## src/rtl/lcdac_pkg.sv

```systemverilog
package lcdac_pkg;
   typedef enum logic [1:0] {
      LM_WIDE   = 2'd0,
      LM_DUAL   = 2'd1,
      LM_NARROW = 2'd2,
      LM_SPARE  = 2'd3
   } line_mode_e;
endpackage

```

## src/rtl/lcdac_legal.sv

```systemverilog
// Range test and repair of a DD address for the active layout.
module lcdac_legal
   import lcdac_pkg::*;
#(
   parameter int AW       = 7,
   parameter int LINE_LEN = 40,
   parameter int L2_BASE  = 64
) (
   input  logic [AW-1:0] a,
   input  logic [1:0]    mode,
   output logic          in_range,
   output logic [AW-1:0] fixed
);
   localparam logic [AW-1:0] LLEN   = AW'(LINE_LEN);
   localparam logic [AW-1:0] WLEN   = AW'(2*LINE_LEN);
   localparam logic [AW-1:0] L2B    = AW'(L2_BASE);
   localparam logic [AW-1:0] L2END  = AW'(L2_BASE + LINE_LEN);

   line_mode_e lm;
   assign lm = line_mode_e'(mode);

   always_comb begin
      in_range = 1'b0;
      fixed    = '0;
      case (lm)
         LM_DUAL: begin
            in_range = (a < LLEN) || ((a >= L2B) && (a < L2END));
            fixed    = ((a >= LLEN) && (a < L2B)) ? L2B : '0;
         end
         LM_NARROW: begin
            in_range = (a < LLEN);
            fixed    = '0;
         end
         default: begin
            in_range = (a < WLEN);
            fixed    = '0;
         end
      endcase
      if (in_range) fixed = a;
   end
endmodule

```

## src/rtl/lcdac_step.sv

```systemverilog
// Next pointer value after one data access.
module lcdac_step
   import lcdac_pkg::*;
#(
   parameter int AW       = 7,
   parameter int LINE_LEN = 40,
   parameter int L2_BASE  = 64
) (
   input  logic [AW-1:0] a,
   input  logic [1:0]    mode,
   input  logic          up,
   input  logic          cg,
   output logic [AW-1:0] nxt
);
   localparam logic [AW-1:0] ONE    = AW'(1);
   localparam logic [AW-1:0] L1LAST = AW'(LINE_LEN - 1);
   localparam logic [AW-1:0] L2B    = AW'(L2_BASE);
   localparam logic [AW-1:0] L2LAST = AW'(L2_BASE + LINE_LEN - 1);
   localparam logic [AW-1:0] WLAST  = AW'(2*LINE_LEN - 1);

   logic          ok;
   logic [AW-1:0] rep;
   logic [AW-1:0] last;
   line_mode_e    lm;

   assign lm = line_mode_e'(mode);

   lcdac_legal #(.AW(AW), .LINE_LEN(LINE_LEN), .L2_BASE(L2_BASE)) u_leg (
      .a(a), .mode(mode), .in_range(ok), .fixed(rep)
   );

   assign last = (lm == LM_NARROW) ? L1LAST : WLAST;

   always_comb begin
      if (cg) begin
         nxt = up ? a + ONE : a - ONE;
      end else if (!ok) begin
         nxt = rep;
      end else if (lm == LM_DUAL) begin
         if (up)
            nxt = (a == L1LAST) ? L2B : (a == L2LAST) ? '0 : a + ONE;
         else
            nxt = (a == L2B) ? L1LAST : (a == '0) ? L2LAST : a - ONE;
      end else begin
         if (up)
            nxt = (a == last) ? '0 : a + ONE;
         else
            nxt = (a == '0) ? last : a - ONE;
      end
   end
endmodule

```

## src/rtl/lcdac_window.sv

```systemverilog
// Display-shift offset and per-line visible window starts.
module lcdac_window
   import lcdac_pkg::*;
#(
   parameter int AW       = 7,
   parameter int LINE_LEN = 40,
   parameter int L2_BASE  = 64,
   parameter int NLINES   = 2
) (
   input  logic                   clk,
   input  logic                   rst_n,
   input  logic [1:0]             mode,
   input  logic                   shift,
   input  logic                   shift_left,
   output logic [NLINES-1:0][AW-1:0] win
);
   localparam logic [AW-1:0] ONE  = AW'(1);
   localparam logic [AW-1:0] LLEN = AW'(LINE_LEN);
   localparam logic [AW-1:0] WLEN = AW'(2*LINE_LEN);

   line_mode_e    lm;
   logic [AW-1:0] ofs_q, len, norm, ofs_d;

   assign lm   = line_mode_e'(mode);
   assign len  = (lm == LM_DUAL || lm == LM_NARROW) ? LLEN : WLEN;
   assign norm = (ofs_q >= len) ? ofs_q - LLEN : ofs_q;

   always_comb begin
      if (shift_left) ofs_d = (norm == len - ONE) ? '0 : norm + ONE;
      else            ofs_d = (norm == '0) ? len - ONE : norm - ONE;
   end

   always_ff @(posedge clk) begin
      if (!rst_n)     ofs_q <= '0;
      else if (shift) ofs_q <= ofs_d;
   end

   for (genvar g = 0; g < NLINES; g++) begin : g_line
      assign win[g] = AW'(g * L2_BASE) + norm;
   end
endmodule

```

## src/rtl/lcdac_top.sv

```systemverilog
module lcdac_top
   import lcdac_pkg::*;
#(
   parameter int AW       = 7,
   parameter int LINE_LEN = 40,
   parameter int L2_BASE  = 64
) (
   input  logic          clk,
   input  logic          rst_n,
   input  logic [1:0]    mode,
   input  logic          ent_ld,
   input  logic          ent_up,
   input  logic          ld_dd,
   input  logic          ld_cg,
   input  logic [AW-1:0] ld_val,
   input  logic          acc,
   input  logic          shift,
   input  logic          shift_left,
   output logic [AW-1:0] addr,
   output logic          cg_sel,
   output logic          cursor_en,
   output logic [AW-1:0] win_l1,
   output logic [AW-1:0] win_l2
);
   localparam int NLINES = 2;

   if (L2_BASE < LINE_LEN) begin : g_bad_gap
      $error("second line base overlaps the first line");
   end
   if (L2_BASE + LINE_LEN > 2**AW) begin : g_bad_l2
      $error("second line does not fit the pointer width");
   end
   if (2*LINE_LEN > 2**AW || LINE_LEN < 2) begin : g_bad_len
      $error("line length does not fit the pointer width");
   end

   logic [AW-1:0] addr_q, step_nxt, ld_fix;
   logic          cg_q, up_q, ld_ok;
   logic [NLINES-1:0][AW-1:0] win;

   lcdac_legal #(.AW(AW), .LINE_LEN(LINE_LEN), .L2_BASE(L2_BASE)) u_ldfix (
      .a(ld_val), .mode(mode), .in_range(ld_ok), .fixed(ld_fix)
   );

   lcdac_step #(.AW(AW), .LINE_LEN(LINE_LEN), .L2_BASE(L2_BASE)) u_step (
      .a(addr_q), .mode(mode), .up(up_q), .cg(cg_q), .nxt(step_nxt)
   );

   lcdac_window #(.AW(AW), .LINE_LEN(LINE_LEN), .L2_BASE(L2_BASE), .NLINES(NLINES)) u_win (
      .clk(clk), .rst_n(rst_n), .mode(mode), .shift(shift),
      .shift_left(shift_left), .win(win)
   );

   always_ff @(posedge clk) begin
      if (!rst_n) begin
         addr_q <= '0;
         cg_q   <= 1'b0;
         up_q   <= 1'b1;
      end else begin
         if (ent_ld) up_q <= ent_up;
         if (ld_dd) begin
            addr_q <= ld_fix;
            cg_q   <= 1'b0;
         end else if (ld_cg) begin
            addr_q <= {1'b0, ld_val[AW-2:0]};
            cg_q   <= 1'b1;
         end else if (acc) begin
            addr_q <= step_nxt;
         end
      end
   end

   assign addr      = addr_q;
   assign cg_sel    = cg_q;
   assign cursor_en = ~cg_q;
   assign win_l1    = win[0];
   assign win_l2    = win[1];
endmodule

```

## config.mk

```make
export PLATFORM = sky130hd
export DESIGN_NAME = lcdac_top
export DESIGN_NICKNAME = d
export VERILOG_FILES = /design/src/rtl/lcdac_pkg.sv /design/src/rtl/lcdac_legal.sv /design/src/rtl/lcdac_step.sv /design/src/rtl/lcdac_window.sv /design/src/rtl/lcdac_top.sv
export SDC_FILE = /design/constraint.sdc
export NUM_CORES = 1
export LEC_CHECK = 0
export BUFFER_PORTS_ARGS = -buffer_cell sky130_fd_sc_hd__clkbuf_2
export CORE_MARGIN = 2
export CORE_UTILIZATION = 63
export CTS_CLUSTER_DIAMETER = 40
export CTS_CLUSTER_SIZE = 12
export DETAILED_ROUTE_END_ITERATION = 10
export PLACE_DENSITY_LB_ADDON = 0.3
export SLEW_MARGIN = 20
export SYNTH_ARGS = -nofsm -noshare
export SYNTH_HDL_FRONTEND = slang
export SYNTH_HIERARCHICAL = 1
export SYNTH_SLANG_ARGS = --single-unit
```

## constraint.sdc

```tcl
create_clock -name clk -period 9.75 [get_ports clk]
set_clock_uncertainty 0.15 [all_clocks]
set_input_delay 0.4875 -clock clk [delete_from_list [all_inputs] [get_ports clk]]
set_output_delay 0.4875 -clock clk [all_outputs]
set_load 0.01 [all_outputs]
```

==> flow_metrics.py <==
metrics = {
    "finish": {
        "nFillCells": 350,
        "final_cells": 401,
        "syn2layout_area_growth_pct": 5.25,
        "multi_input_area_um2": 1980,
        "finalNetCount": 383,
        "drive_above_1_share_pct": 20.5,
        "regArea_um2": 320,
        "antenna_cells": 0,
    },
    "cts": {
        "h-tree-depth": 1,
        "clk_pin_slew_ns": 0.06,
        "clock-root-buffer": "clkbuf_8",
        "cts.sinks": 16,
        "ctsLongestPathBuffers": 2,
        "hold_buffers": 0,
        "cts_resized": 0,
        "clk-insertion-delay-late_ns": 0.25,
        "numCtsBuffers": 3,
        "post_cts_buffers": 0,
        "cts_tree": "done",
    },
    "global_routing": {
        "overflow": 0,
        "antenna_found_initial": 0,
        "grt_max_degree": 22,
        "grt_usage_pct": 27.8,
        "grt_pass1_vias": 2129,
        "grt_first_pass_wirelength_um": 9920,
    },
    "routing": {
        "via_per_inst": 6.26,
        "first_iter_violations": 152,
        "vias": 2512,
        "drc": 0,
        "ant_nets": 0,
        "drt_wl_total_um": 6130,
        "wl_per_cell_um": 15.3,
        "firstDrtPassIters": 5,
    },
    "sta": {
        "fin_tns_setup_ns": 0,
        "hold_viol": 0,
        "setup_viol": 0,
        "min_period_ns": 3.71,
        "rsz0062_at_grt": "false",
        "post-route-period-util_pct": 38.1,
        "relSlewSlack_pct": 52.2,
        "drv_slew": 0,
        "max_freq_mhz": 269,
        "tightest_slew_ns": 0.715,
    },
    "yosys": {
        "ys_warn_count": 6,
        "syn_area_um2": 2550,
        "synth_cells": 335,
        "syn_nets": 366,
        "avgSynthCellArea_um2": 7.62,
    },
    "power": {
        "p_leak_nw": 1.06,
        "total_power_mw": 0.391,
        "ir_drop_uv": 115,
        "power_density_nw_per_um2": 145,
    },
    "place": {
        "port-buffer-count": 40,
        "dp_hpwl_um": 4550,
        "gp_congestion": 0.923,
        "place_inst": 397,
    },
    "outcome": {
        "status": "finished, final reports clean",
    },
    "worst_setup_path": {
        "endpoint_kind": "flip-flop",
        "cp-start-kind": "input pin",
        "cp_data_required_time_ns": 9.73,
        "critPathMaxFanout": 10,
        "path_class": "in -> reg",
        "critPathArrivalTime_ns": 3.69,
    },
    "job": {
        "cap_violations": 0,
    },
    "floorplan": {
        "rows": 23,
        "initial_core_util_pct": 64.7,
        "coreArea_um2": 3940,
        "die_h_um": 67.7,
        "io_pins": 41,
        "die_area_um2": 4580,
        "die_w_um": 67.7,
    },
    "min_path": {
        "hold_class": "in -> reg",
    },
}
worst max-delay path, cell delays in order:
cell and delay [ns]:
clkbuf_2 0.19, xnor2_4 0.39, inv_2 0.12, ha_1 0.28, and4b_1 0.25, o311ai_2 0.33, o2111ai_4 0.27, xnor2_4 0.25
or4_4 0.54, a211oi_2 0.29, a21bo_1 0.19, o32ai_1 0.09
layout by cell type (no fill, tap or decap), drive strengths merged, types with 4 or more instances in the layout:
| cell type | n |
|---|---|
| clkbuf | 44 |
| o21ai | 27 |
| nand2 | 26 |
| nor2 | 23 |
| inv | 18 |
| dfxtp | 16 |
| nor2b | 14 |
| ha | 13 |
| a21boi | 12 |
| nor3 | 12 |
| nand2b | 11 |
| xnor2 | 11 |
| mux2i | 10 |
| xor2 | 9 |
| o2111ai | 8 |
| a21oi | 8 |
| a211oi | 7 |
| or3 | 7 |
| mux2 | 6 |
| o211ai | 6 |
| nor3b | 5 |
| nand3 | 5 |
| nand4 | 5 |
| o21bai | 4 |
| a31oi | 4 |
worst paths after layout:
path,startpoint,endpoint,slack [ns],cells after the start
hold reg to reg,u_win/ofs_q[6],u_win/ofs_q[6],0.41,2
setup / recovery,mode[0],u_win/ofs_q[3],6.04,12
setup reg to reg,u_win/ofs_q[3],u_win/ofs_q[3],6.33,10
hold / removal,ent_up,up_q,0.33,3
layer usage:
metal | wire (µm) | share of wire [%] | vias to the layer above | global-route usage [%]
met5 | 0 | 0 | - | 0
met4 | 40 | 0.65 | 0 | 6.12
met3 | 317 | 5.2 | 4 | 3.00
met2 | 2830 | 46 | 84 | 45.1
met1 | 2940 | 48 | 1165 | 39.4
li1 | - | - | 1259 | -
state kept, by name, summed over array words and instances, names as in the netlist:
name         flops
up_q             1
addr             7
cg_sel           1
u_win/ofs_q      7
final cells by class:
| cell class | count | area share [%] |
|---|---|---|
| multi-input combinational | 273 | 73.7 |
| timing repair buffer | 40 | 7.45 |
| sequential | 16 | 11.9 |
| tap | 50 | 2.33 |
| inverter | 18 | 2.52 |
| clock buffer | 4 | 2.05 |
stage by stage:
step                utilization [%]  hold WS (ns)  cell area (µm²)  worst slack (ns)
detailed placement             66.7         0.379             2630              5.79
global route                   68.1         0.344             2690              5.83
CTS                            68.1         0.329             2690              6.04
floorplan                         -         0.290             2550              6.32
finish                         68.1         0.325             2690              6.04
global placement               66.7         0.375             2630              5.93
power by group:
group	total (mW)	switching, mW	internal [mW]
Clock	0.0581	0.0223	0.0358
Sequential	0.0942	0.0213	0.0729
Combinational	0.239	0.135	0.103
Note: power is estimated with default switching activity, not from simulation.
